===== config.mk =====
export PLATFORM = sky130hd
export DESIGN_NAME = rand_wait_timer
export DESIGN_NICKNAME = d
export VERILOG_FILES = /design/src/rtl/rand_wait_timer.sv
export SDC_FILE = /design/constraint.sdc
export NUM_CORES = 1
export LEC_CHECK = 0
export ABC_CLOCK_PERIOD_IN_PS = 2530
export BUFFER_PORTS_ARGS = -buffer_cell sky130_fd_sc_hd__buf_2
export CORE_MARGIN = 3
export CORE_UTILIZATION = 45
export DETAILED_ROUTE_END_ITERATION = 10
export PLACE_DENSITY = 0.65
export SYNTH_ARGS = -nofsm -noshare
export SYNTH_HDL_FRONTEND = slang
export SYNTH_SLANG_ARGS = --single-unit

===== constraint.sdc =====
create_clock -name clk -period 2.53 [get_ports clk]
set_input_delay 0.1265 -clock clk [delete_from_list [all_inputs] [get_ports clk]]
set_output_delay 0.1265 -clock clk [all_outputs]
set_load 0.005 [all_outputs]

===== src/rtl/rand_wait_timer.sv =====
module rand_wait_timer #(
  parameter int CNT_W       = 8,
  parameter int MIN_LOAD    = 63,
  parameter int TICK_CYCLES = 4_000_000
) (
  input  logic clk,
  input  logic rst_n,
  input  logic start_i,
  output logic expired_o
);
  localparam int TICK_W = (TICK_CYCLES > 1) ? $clog2(TICK_CYCLES) : 1;

  logic [CNT_W-1:0]  free_cnt;
  logic [CNT_W-1:0]  wait_cnt;
  logic [TICK_W-1:0] pre_cnt;
  logic              tick;
  logic [CNT_W-1:0]  load_val;

  assign tick      = (pre_cnt == TICK_W'(TICK_CYCLES - 1));
  assign load_val  = (free_cnt < CNT_W'(MIN_LOAD)) ? CNT_W'(MIN_LOAD) : free_cnt;
  assign expired_o = (wait_cnt == '0);

  always_ff @(posedge clk or negedge rst_n) begin
    if (!rst_n) free_cnt <= '0;
    else        free_cnt <= free_cnt + 1'b1;
  end

  always_ff @(posedge clk or negedge rst_n) begin
    if (!rst_n)    pre_cnt <= '0;
    else if (tick) pre_cnt <= '0;
    else           pre_cnt <= pre_cnt + 1'b1;
  end

  always_ff @(posedge clk or negedge rst_n) begin
    if (!rst_n) wait_cnt <= '0;
    else if (tick) begin
      if (expired_o && start_i) wait_cnt <= load_val;
      else if (!expired_o)      wait_cnt <= wait_cnt - 1'b1;
    end
  end
endmodule


==> results.json, run 1 <==
{
  "run_status": "completed",
  "stdcell_count": 257,
  "wl_per_cell_um": 16.1,
  "clk_latency_ns": 0.30,
  "finalSetupTns_ns": 0,
  "syn_to_final_growth_pct": 10.1,
  "cp_cell_sequence": "inv_1 > ha_1 > or4b_1 > nor2_1 > buf_2",
  "antenna_left": 0,
  "placed_cells": 248,
  "crit_path_top_delay_cell": "or4b_1",
  "synth.yosys.seq_area_share": 0.481,
  "crit_family": "simple AND/OR/NAND/NOR gates",
  "drive_above_1_share": 0.0918,
  "drv_cap": 0,
  "vias_per_cell": 5.96,
  "crit_arrival_ns": 2.04,
  "fp.dieW_um": 72.3,
  "portBuffers": 3,
  "crit_fanout": 6,
  "switching_share": 0.211,
  "critPathMaxStageDelay_ns": 0.58,
  "clock_path_buffers": 2,
  "grt_usage": 0.179,
  "core_um2": 4120,
  "drt-pass1-iter-count": 4,
  "r2r_cells": 5,
  "clock.fmax_mhz": 461,
  "intPower_w": 0.000909,
  "grt_first_pass_wirelength_mm": 7.12,
  "synth_nets": 203,
  "hold_path_startpoint": "start_i",
  "start_kind": "flop",
  "ctsResizeCount": 0,
  "clkPwrFrac": 0.441,
  "yosys_warnings": 0,
  "worst_r2r_startpoint": "pre_cnt[0]$_DFF_PN0_",
  "path_class": "reg2out",
  "max-vdd-ir-drop_uv": 295,
  "pwr-share-seq": 0.530,
  "rsz0062_at_grt": "false",
  "gr-total-overflow": 0,
  "diodes": 0,
  "grt_max_degree": 39,
  "async_flop_share": 1.00,
  "cts.htree.levels": 2,
  "netlist_top_cells_area": "dfrtp_1, xnor2_1, nand3_1",
  "drc": 0,
  "yosysMostFrequentCell": "dfrtp_1",
  "first_global_vias": 1547,
  "place_hpwl_mm": 2.94,
  "ios": 4,
  "synth_edf_count": 0,
  "grt_antenna_before_repair": 0,
  "dieHeight_um": 72.3,
  "synth_top_area_cell": "dfrtp_1",
  "end_kind": "output pin",
  "slew_headroom": 0.444,
  "syn_avg_cell_area_um2": 10.0,
  "finalHoldViolCount": 0,
  "switchingPower_w": 0.000243,
  "cts.sinks": 38,
  "cp.buffers_inverters": 2,
  "synth-seq-cells": 38,
  "place_congestion": 0.871,
  "period_minus_slack_ns": 2.17,
  "power.density_nw_per_um2": 529,
  "drtIter0Drc": 114,
  "post-route-period-util": 0.857,
  "synth_area_um2": 1980,
  "synth_ff_type": "dfrtp_1",
  "r2r_end": "wait_cnt[3]$_DFFE_PN0P_",
  "fin_nets": 212,
  "worstMarginPinSlew_ns": 0.834,
  "pwr-share-comb": 0.029,
  "critPathRequiredTime_ns": 2.40,
  "regToRegSetupSlack_ns": 0.37,
  "holdPathStages": 3,
  "ys_types": 43,
  "routed_wl_mm": 4.13,
  "vias": 1532,
  "tritoncts": "done",
  "syn_inst": 197,
  "p_leak_nw": 0.907,
  "fin_skew_ns": 0.0102,
  "holdPathEnd": "wait_cnt[2]$_DFFE_PN0P_",
  "dieArea_um2": 5230,
  "synth_top_area_frac": 0.481,
  "rows": 23,
  "cts-root-buf": "clkbuf_8",
  "maxSlewViolCount": 0,
  "numCtsBuffers": 5,
  "cts.clk_slew.worst_paths_ns": 0.08,
  "start_util": 0.481,
  "hp-class": "in2reg",
  "synth_common_cells": "dfrtp_1, nor2_1, xnor2_1",
  "setup_viol": 0
}
registers in the layout (all words and copies together), names as in the netlist:
name      cells
pre_cnt      22
wait_cnt      8
free_cnt      8
power groups by stage:
stage | clock, W | combinational, W | sequential, W
after floorplan | 0 | 0.0000149 | 0.000622
after global placement | 0 | 0.0000327 | 0.000622
after global routing | 0.000553 | 0.0000385 | 0.000610
final | 0.000509 | 0.0000333 | 0.000610
after CTS | 0.000525 | 0.0000342 | 0.000610
after detailed placement | 0 | 0.0000329 | 0.000622
tightest hold or removal path, stage by stage:
cell	delay (ns)
buf_2	0.16
a31oi_1	0.14
mux2_2	0.15
placed cells by master (no fill, tap or decap), types with 2 or more instances in the layout:
| master | instances |
|---|---|
| nand2_1 | 10 |
| clkbuf_8 | 5 |
| a211oi_1 | 2 |
| clkinv_2 | 2 |
| buf_4 | 3 |
| and3_1 | 4 |
| and4_1 | 3 |
| nor2_1 | 17 |
| nand4_1 | 5 |
| xor2_1 | 6 |
| o31ai_1 | 3 |
| xnor2_1 | 14 |
| nor4_1 | 4 |
| nor4b_1 | 2 |
| mux2_2 | 3 |
| buf_2 | 3 |
| o21ai_0 | 11 |
| nor4bb_1 | 4 |
| and2_1 | 2 |
| ha_1 | 3 |
| inv_1 | 6 |
| dfrtp_1 | 38 |
| nand3_1 | 13 |
| a21oi_1 | 5 |
| or4_1 | 4 |
| or3_1 | 5 |
| nor3_1 | 7 |
| mux2i_1 | 4 |
per-stage QoR:
step / cell area (um^2) / total power [W] / setup slack (ns) / hold WS, ns / util
after global placement: 2060 / 0.000655 / 0.407 / 0.263 / 0.500
final: 2180 / 0.00115 / 0.362 / 0.311 / 0.529
after global routing: 2180 / 0.00120 / 0.223 / 0.359 / 0.529
after floorplan: 1980 / 0.000637 / 0.547 / -0.169 / -
after CTS: 2180 / 0.00117 / 0.360 / 0.304 / 0.529
after detailed placement: 2060 / 0.000655 / 0.362 / 0.279 / 0.500
how the worst max path moves through the flow:
stage,from,endpoint,slack [ns],depth (start not counted)
2_1_floorplan,pre_cnt[0]$_DFF_PN0_,wait_cnt[3]$_DFFE_PN0P_,0.55,6
3_3_place_gp,pre_cnt[0]$_DFF_PN0_,wait_cnt[3]$_DFFE_PN0P_,0.41,5
3_5_place_dp,pre_cnt[0]$_DFF_PN0_,wait_cnt[3]$_DFFE_PN0P_,0.36,5
4_1_cts,pre_cnt[0]$_DFF_PN0_,wait_cnt[3]$_DFFE_PN0P_,0.36,5
5_1_grt,pre_cnt[0]$_DFF_PN0_,wait_cnt[4]$_DFFE_PN0P_,0.22,6
6_report,wait_cnt[0]$_DFFE_PN0P_,expired_o,0.36,5
final cells by class:
cell class              count  area [um^2]
clock buffers               5         68.8
clock inverters             3         40.0
fillers                   380         1940
inverters                   6         22.5
multi-input cells         148          985
flip-flops and latches     38          951
well taps                  50         62.6
repair buffers              7         47.5
routing by layer:
metal	vias up	GRT usage	part of all wire
li1	743	-	-
met1	758	0.214	0.45
met2	23	0.303	0.50
met3	8	0.0499	0.030
met4	0	0.0752	0.021
met5	-	0	0
what timing repair did:
| item | CTS | global route |
|---|---|---|
| hold endpoints to repair | 38 | 0 |
| buffers inserted | 0 | 0 |
| hold buffers | 1 | 0 |
kinds of logic after synthesis:
| kind of cell | synth area share |
|---|---|
| AOI/OAI and AO/OA | 0.101 |
| xor gates and xnor gates | 0.0886 |
| adders and majority gates | 0.0190 |
| buffers and inverters | 0.0215 |
| DFF | 0.481 |
| muxes | 0.0373 |
| and+or+nand+nor | 0.252 |
(Power assumes the default switching activity.)
==> inputs of run 2 (changes only) <==
--- a/config.mk
+++ b/config.mk
@@ -5,12 +5,13 @@
 export SDC_FILE = /design/constraint.sdc
 export NUM_CORES = 1
 export LEC_CHECK = 0
-export ABC_CLOCK_PERIOD_IN_PS = 2530
+export ABC_CLOCK_PERIOD_IN_PS = 2550
 export BUFFER_PORTS_ARGS = -buffer_cell sky130_fd_sc_hd__buf_2
 export CORE_MARGIN = 3
 export CORE_UTILIZATION = 45
 export DETAILED_ROUTE_END_ITERATION = 10
 export PLACE_DENSITY = 0.65
+export SLEW_MARGIN = 20
 export SYNTH_ARGS = -nofsm -noshare
 export SYNTH_HDL_FRONTEND = slang
 export SYNTH_SLANG_ARGS = --single-unit
==> constraint.sdc (replaced) <==
create_clock -name clk -period 2.55 [get_ports clk]
set_input_delay 0.1275 -clock clk [delete_from_list [all_inputs] [get_ports clk]]
set_output_delay 0.1275 -clock clk [all_outputs]
set_load 0.005 [all_outputs]
==> run 2 against run 1 <==
  * Clock skew is 0.0014 ns lower
  * Flip-flop and latch count unchanged
  * Global-route usage fell by 0.23 points
  * Hold slack gained 0.027 ns
  * Via count fell by 1.1%
  * Non-clock buffer count shrank 1
  * Total power is 6.8% lower
  * Sequential power fell by 0.7%
  * Critical path type is now reg2reg
  * Largest cell class unchanged
==> results.json, run 2 (synthesis gave the netlist of run 1 again) <==
{
  "drt-pass1-iter-count": 4,
  "fin_skew_ns": 0.00881,
  "ctsResizeCount": 0,
  "crit_arrival_ns": 2.41,
  "grt_util_met3": 0.0332,
  "dieHeight_um": 72.3,
  "drc": 0,
  "cts.sinks": 38,
  "fp.dieW_um": 72.3,
  "fin_nets": 211,
  "end_kind": "flop",
  "vias": 1515,
  "drive_above_1_share": 0.0874,
  "cts-root-buf": "clkbuf_8",
  "core_um2": 4120,
  "grt_first_pass_wirelength_mm": 7.31,
  "grt_antenna_before_repair": 0,
  "crit_fanout": 4,
  "critPathRequiredTime_ns": 2.73,
  "max_flop_register": "pre_cnt",
  "routed_wl_mm": 4.09,
  "post_cts_buffers": 0,
  "gr-usage-met1": 0.221,
  "final_cell_mix": "dfrtp_1, nor2_1, xnor2_1",
  "clock.fmax_mhz": 448,
  "dieArea_um2": 5230,
  "max-vdd-ir-drop_uv": 354,
  "rsz0062_at_grt": "false",
  "path_class": "reg2reg",
  "grtUsageMet2": 0.292,
  "place_congestion": 0.865,
  "clock_path_buffers": 2,
  "post-route-period-util": 0.876,
  "tritoncts": "done",
  "drtIter0Drc": 129,
  "finalHoldViolCount": 0,
  "top_regs": "pre_cnt (22), free_cnt (8), wait_cnt (8)",
  "holdPathStages": 3,
  "finalSetupTns_ns": 0,
  "worstMarginPinSlew_ns": 0.839,
  "setup_viol": 0,
  "gr-total-overflow": 0,
  "hold_buffers": 1,
  "numCtsBuffers": 5,
  "run_status": "completed",
  "maxSlewViolCount": 0,
  "wl_per_cell_um": 16.0,
  "grt.busiest_layer": "met2",
  "place_hpwl_mm": 2.90,
  "start_util": 0.481,
  "grt_max_degree": 39,
  "layout_commonest_cell": "dfrtp_1",
  "first_global_vias": 1564,
  "drv_cap": 0,
  "worst_slack_ns": 0.317,
  "r2r_cells": 6,
  "clk_latency_ns": 0.29,
  "antenna_left": 0,
  "ios": 4,
  "power.density_nw_per_um2": 498,
  "largest_register_ffs": 22,
  "portBuffers": 3,
  "period_minus_slack_ns": 2.23,
  "hp-class": "in2reg",
  "p_leak_nw": 0.891,
  "start_kind": "flop",
  "cts.htree.levels": 2,
  "vias_per_cell": 5.92,
  "diodes": 0,
  "grt_usage": 0.177,
  "place_ws_ns": 0.265,
  "syn_to_final_growth_pct": 8.98,
  "cts.clk_slew.worst_paths_ns": 0.08,
  "rows": 23,
  "slew_headroom": 0.441
}
## run 2: layout make-up
cell class / count / area, um^2
Inverter: 6 / 22.5
Fill cell: 381 / 1960
Sequential cell: 38 / 951
Clock inverter: 2 / 12.5
Tap cell: 50 / 62.6
Multi-Input combinational cell: 148 / 985
Clock buffer: 6 / 82.6
Timing Repair Buffer: 6 / 40.0
## run 2: routing by layer
layer / share of wire / vias to the layer above
met5: 0 / -
met4: 0.026 / 0
met1: 0.46 / 735
met2: 0.49 / 25
met3: 0.024 / 10
li1: - / 745
## run 2: final timing paths
| path | from | to | slack (ns) |
|---|---|---|---|
| max | wait_cnt[0]$_DFFE_PN0P_ | wait_cnt[3]$_DFFE_PN0P_ | 0.32 |
| min | start_i | wait_cnt[2]$_DFFE_PN0P_ | 0.34 |
| max reg2reg | wait_cnt[0]$_DFFE_PN0P_ | wait_cnt[3]$_DFFE_PN0P_ | 0.32 |
| min reg2reg | pre_cnt[0]$_DFF_PN0_ | pre_cnt[0]$_DFF_PN0_ | 0.47 |
| max in group asynchronous | rst_n | wait_cnt[5]$_DFFE_PN0P_ | 1.54 |
| min in group asynchronous | rst_n | pre_cnt[5]$_DFF_PN0_ | 0.47 |
## run 2: stage by stage
stage | total power (W) | instances | hold WS, ns | area, um^2 | utilization
2_1_floorplan | 0.000632 | 197 | -0.168 | 1980 | -
3_3_place_gp | 0.000649 | 247 | 0.267 | 2050 | 0.498
3_5_place_dp | 0.000649 | 247 | 0.278 | 2050 | 0.498
4_1_cts | 0.00109 | 256 | 0.322 | 2160 | 0.524
5_1_grt | 0.00112 | 256 | 0.391 | 2160 | 0.524
6_report | 0.00107 | 256 | 0.338 | 2160 | 0.524
## run 2: critical path, stage by stage (launching register included)
cell,delay [ns]
dfrtp_1,0.41
inv_1,0.08
ha_1,0.19
nor4b_1,0.58
a21oi_1,0.13
or4_1,0.49
a22o_1,0.24
## run 2: where the power goes
| part | internal, W | switching (W) | total (W) |
|---|---|---|---|
| Combinational | 0.00000915 | 0.0000225 | 0.0000317 |
| Clock | 0.000217 | 0.000219 | 0.000436 |
| Sequential | 0.000604 | 0.00000179 | 0.000606 |
| Total | 0.000830 | 0.000243 | 0.00107 |
==> inputs of run 3 (changes only) <==
--- a/config.mk
+++ b/config.mk
@@ -8,10 +8,11 @@
 export ABC_CLOCK_PERIOD_IN_PS = 2550
 export BUFFER_PORTS_ARGS = -buffer_cell sky130_fd_sc_hd__buf_2
 export CORE_MARGIN = 3
-export CORE_UTILIZATION = 45
+export CORE_UTILIZATION = 60
 export DETAILED_ROUTE_END_ITERATION = 10
-export PLACE_DENSITY = 0.65
+export PLACE_DENSITY = 0.82
 export SLEW_MARGIN = 20
 export SYNTH_ARGS = -nofsm -noshare
 export SYNTH_HDL_FRONTEND = slang
 export SYNTH_SLANG_ARGS = --single-unit
+export TNS_END_PERCENT = 100
==> run 3 against run 2 <==
  * Clock power is 32% lower
  * Via count up 2.5%
  * Register-to-register slack gained 0.02 ns
  * Non-clock buffer count up 2
  * First-iteration DRC count rose by 3.1%
  * Sequential share of layout area grew 0.83 points
  * Clock skew increased by 0.0074 ns
  * Combinational power is 6% higher
  * Maximum frequency decreased by 0.37%
  * Global-route usage increased by 4.4 points
  * Largest cell class unchanged
==> results.json, run 3 (synthesis gave the netlist of run 1 again) <==
{
  "dieArea_um2": 4020,
  "crit_fanout": 6,
  "hp-class": "in2reg",
  "vias": 1553,
  "final_core_utilization": 0.682,
  "rows": 20,
  "first_global_vias": 1588,
  "grt_antenna_before_repair": 0,
  "path_class": "reg2out",
  "cts.sinks": 38,
  "crit_path_top_delay_cell": "or4b_1",
  "power.density_nw_per_um2": 441,
  "period_minus_slack_ns": 2.24,
  "fin_nets": 213,
  "critPathMaxStageDelay_ns": 0.57,
  "hold_path_startpoint": "start_i",
  "numCtsBuffers": 5,
  "crit_family": "simple AND/OR/NAND/NOR gates",
  "grt_usage": 0.221,
  "drtIter0Drc": 133,
  "r2r_end": "wait_cnt[3]$_DFFE_PN0P_",
  "stdcell_count": 251,
  "drt-pass1-iter-count": 4,
  "max_flop_register": "pre_cnt",
  "grt_first_pass_wirelength_mm": 7.06,
  "start_util": 0.637,
  "fin_skew_ns": 0.0162,
  "drv_cap": 0,
  "cp_cell_sequence": "inv_1 > ha_1 > or4b_1 > nor2_1 > buf_2",
  "ctsResizeCount": 0,
  "routed_wl_mm": 3.98,
  "post-route-period-util": 0.879,
  "worstMarginPinSlew_ns": 0.823,
  "power_w": 0.000934,
  "layout_commonest_cell": "dfrtp_1",
  "clock_path_buffers": 2,
  "drive_above_1_share": 0.0918,
  "rsz0062_at_grt": "false",
  "finalSetupTns_ns": 0,
  "diodes": 0,
  "gr-total-overflow": 0,
  "crit_arrival_ns": 2.11,
  "largest_register_ffs": 22,
  "ios": 4,
  "clock.fmax_mhz": 446,
  "vias_per_cell": 6.19,
  "tritoncts": "done",
  "dieHeight_um": 63.4,
  "antenna_left": 0,
  "placed_cells": 243,
  "max-vdd-ir-drop_uv": 381,
  "cp.buffers_inverters": 2,
  "fp.dieW_um": 63.4,
  "cts.htree.levels": 2,
  "grt_max_degree": 39,
  "place_hpwl_mm": 2.78,
  "setup_viol": 0,
  "r2r_cells": 5,
  "wl_per_cell_um": 15.9,
  "regToRegSetupSlack_ns": 0.34,
  "place_congestion": 0.882,
  "syn_to_final_growth_pct": 6.96,
  "core_um2": 3100,
  "portBuffers": 3,
  "holdPathEnd": "wait_cnt[2]$_DFFE_PN0P_",
  "worst_r2r_startpoint": "pre_cnt[0]$_DFF_PN0_",
  "critical_path_depth": 5,
  "fin_area_um2": 2120,
  "run_status": "completed",
  "final_cell_mix": "dfrtp_1, nor2_1, xnor2_1",
  "start_kind": "flop",
  "slew_headroom": 0.447,
  "p_leak_nw": 0.884,
  "finalHoldViolCount": 0,
  "cts-root-buf": "clkbuf_4",
  "holdPathStages": 3,
  "critPathRequiredTime_ns": 2.42,
  "drc": 0,
  "place_area_um2": 2060,
  "cts.clk_slew.worst_paths_ns": 0.11,
  "maxSlewViolCount": 0,
  "end_kind": "output pin",
  "clk_latency_ns": 0.35,
  "top_regs": "pre_cnt (22), free_cnt (8), wait_cnt (8)"
}
run 3: cell type report:
cell class                 instances  area [um^2]
clock buffer                       5         37.5
clock inverter                     2         10.0
fill                             263          987
inverter                           6         22.5
multi-input combinational        148          985
sequential                        38          951
tap                               44         55.1
timing repair buffer               8         55.1
run 3: what timing repair did:
item                                   4_1_cts  5_1_grt
endpoints found under the hold margin       38        0
buffers inserted                             0        0
hold buffers                                 1        0
run 3: per-layer routing:
metal	vias to the layer above	wire, um	global-route usage
met5	-	0	0
met4	0	81	0.0566
met3	11	159	0.0481
met1	764	1690	0.273
li1	742	-	-
met2	36	2050	0.390
run 3: worst register-to-register path: cells and delay by family (launching register included):
family	cells	cell delay, ns
AO/OA/AOI/OAI	1	0.24
adder cells (fa/ha/maj)	1	0.23
AND/OR/NAND/NOR	3	1.26
flip-flops	1	0.38
run 3: worst max path at each step:
stage,start,to,slack (ns)
2_1_floorplan,pre_cnt[0]$_DFF_PN0_,wait_cnt[3]$_DFFE_PN0P_,0.57
3_3_place_gp,pre_cnt[0]$_DFF_PN0_,wait_cnt[3]$_DFFE_PN0P_,0.44
3_5_place_dp,pre_cnt[0]$_DFF_PN0_,wait_cnt[3]$_DFFE_PN0P_,0.38
4_1_cts,wait_cnt[0]$_DFFE_PN0P_,expired_o,0.32
5_1_grt,pre_cnt[0]$_DFF_PN0_,wait_cnt[2]$_DFFE_PN0P_,0.20
6_report,wait_cnt[0]$_DFFE_PN0P_,expired_o,0.31
run 3: where the power goes:
part | switching [W] | leakage (nW) | internal [W]
clock | 0.000195 | 0.0308 | 0.0000993
combinational | 0.0000232 | 0.361 | 0.0000103
sequential | 0.00000191 | 0.492 | 0.000604
run 3: per-stage QoR:
stage	worst slack (ns)	hold slack [ns]
final	0.308	0.274
after global routing	0.204	0.290
after CTS	0.324	0.262
after detailed placement	0.377	0.271
after global placement	0.439	0.260
after floorplan	0.567	-0.168
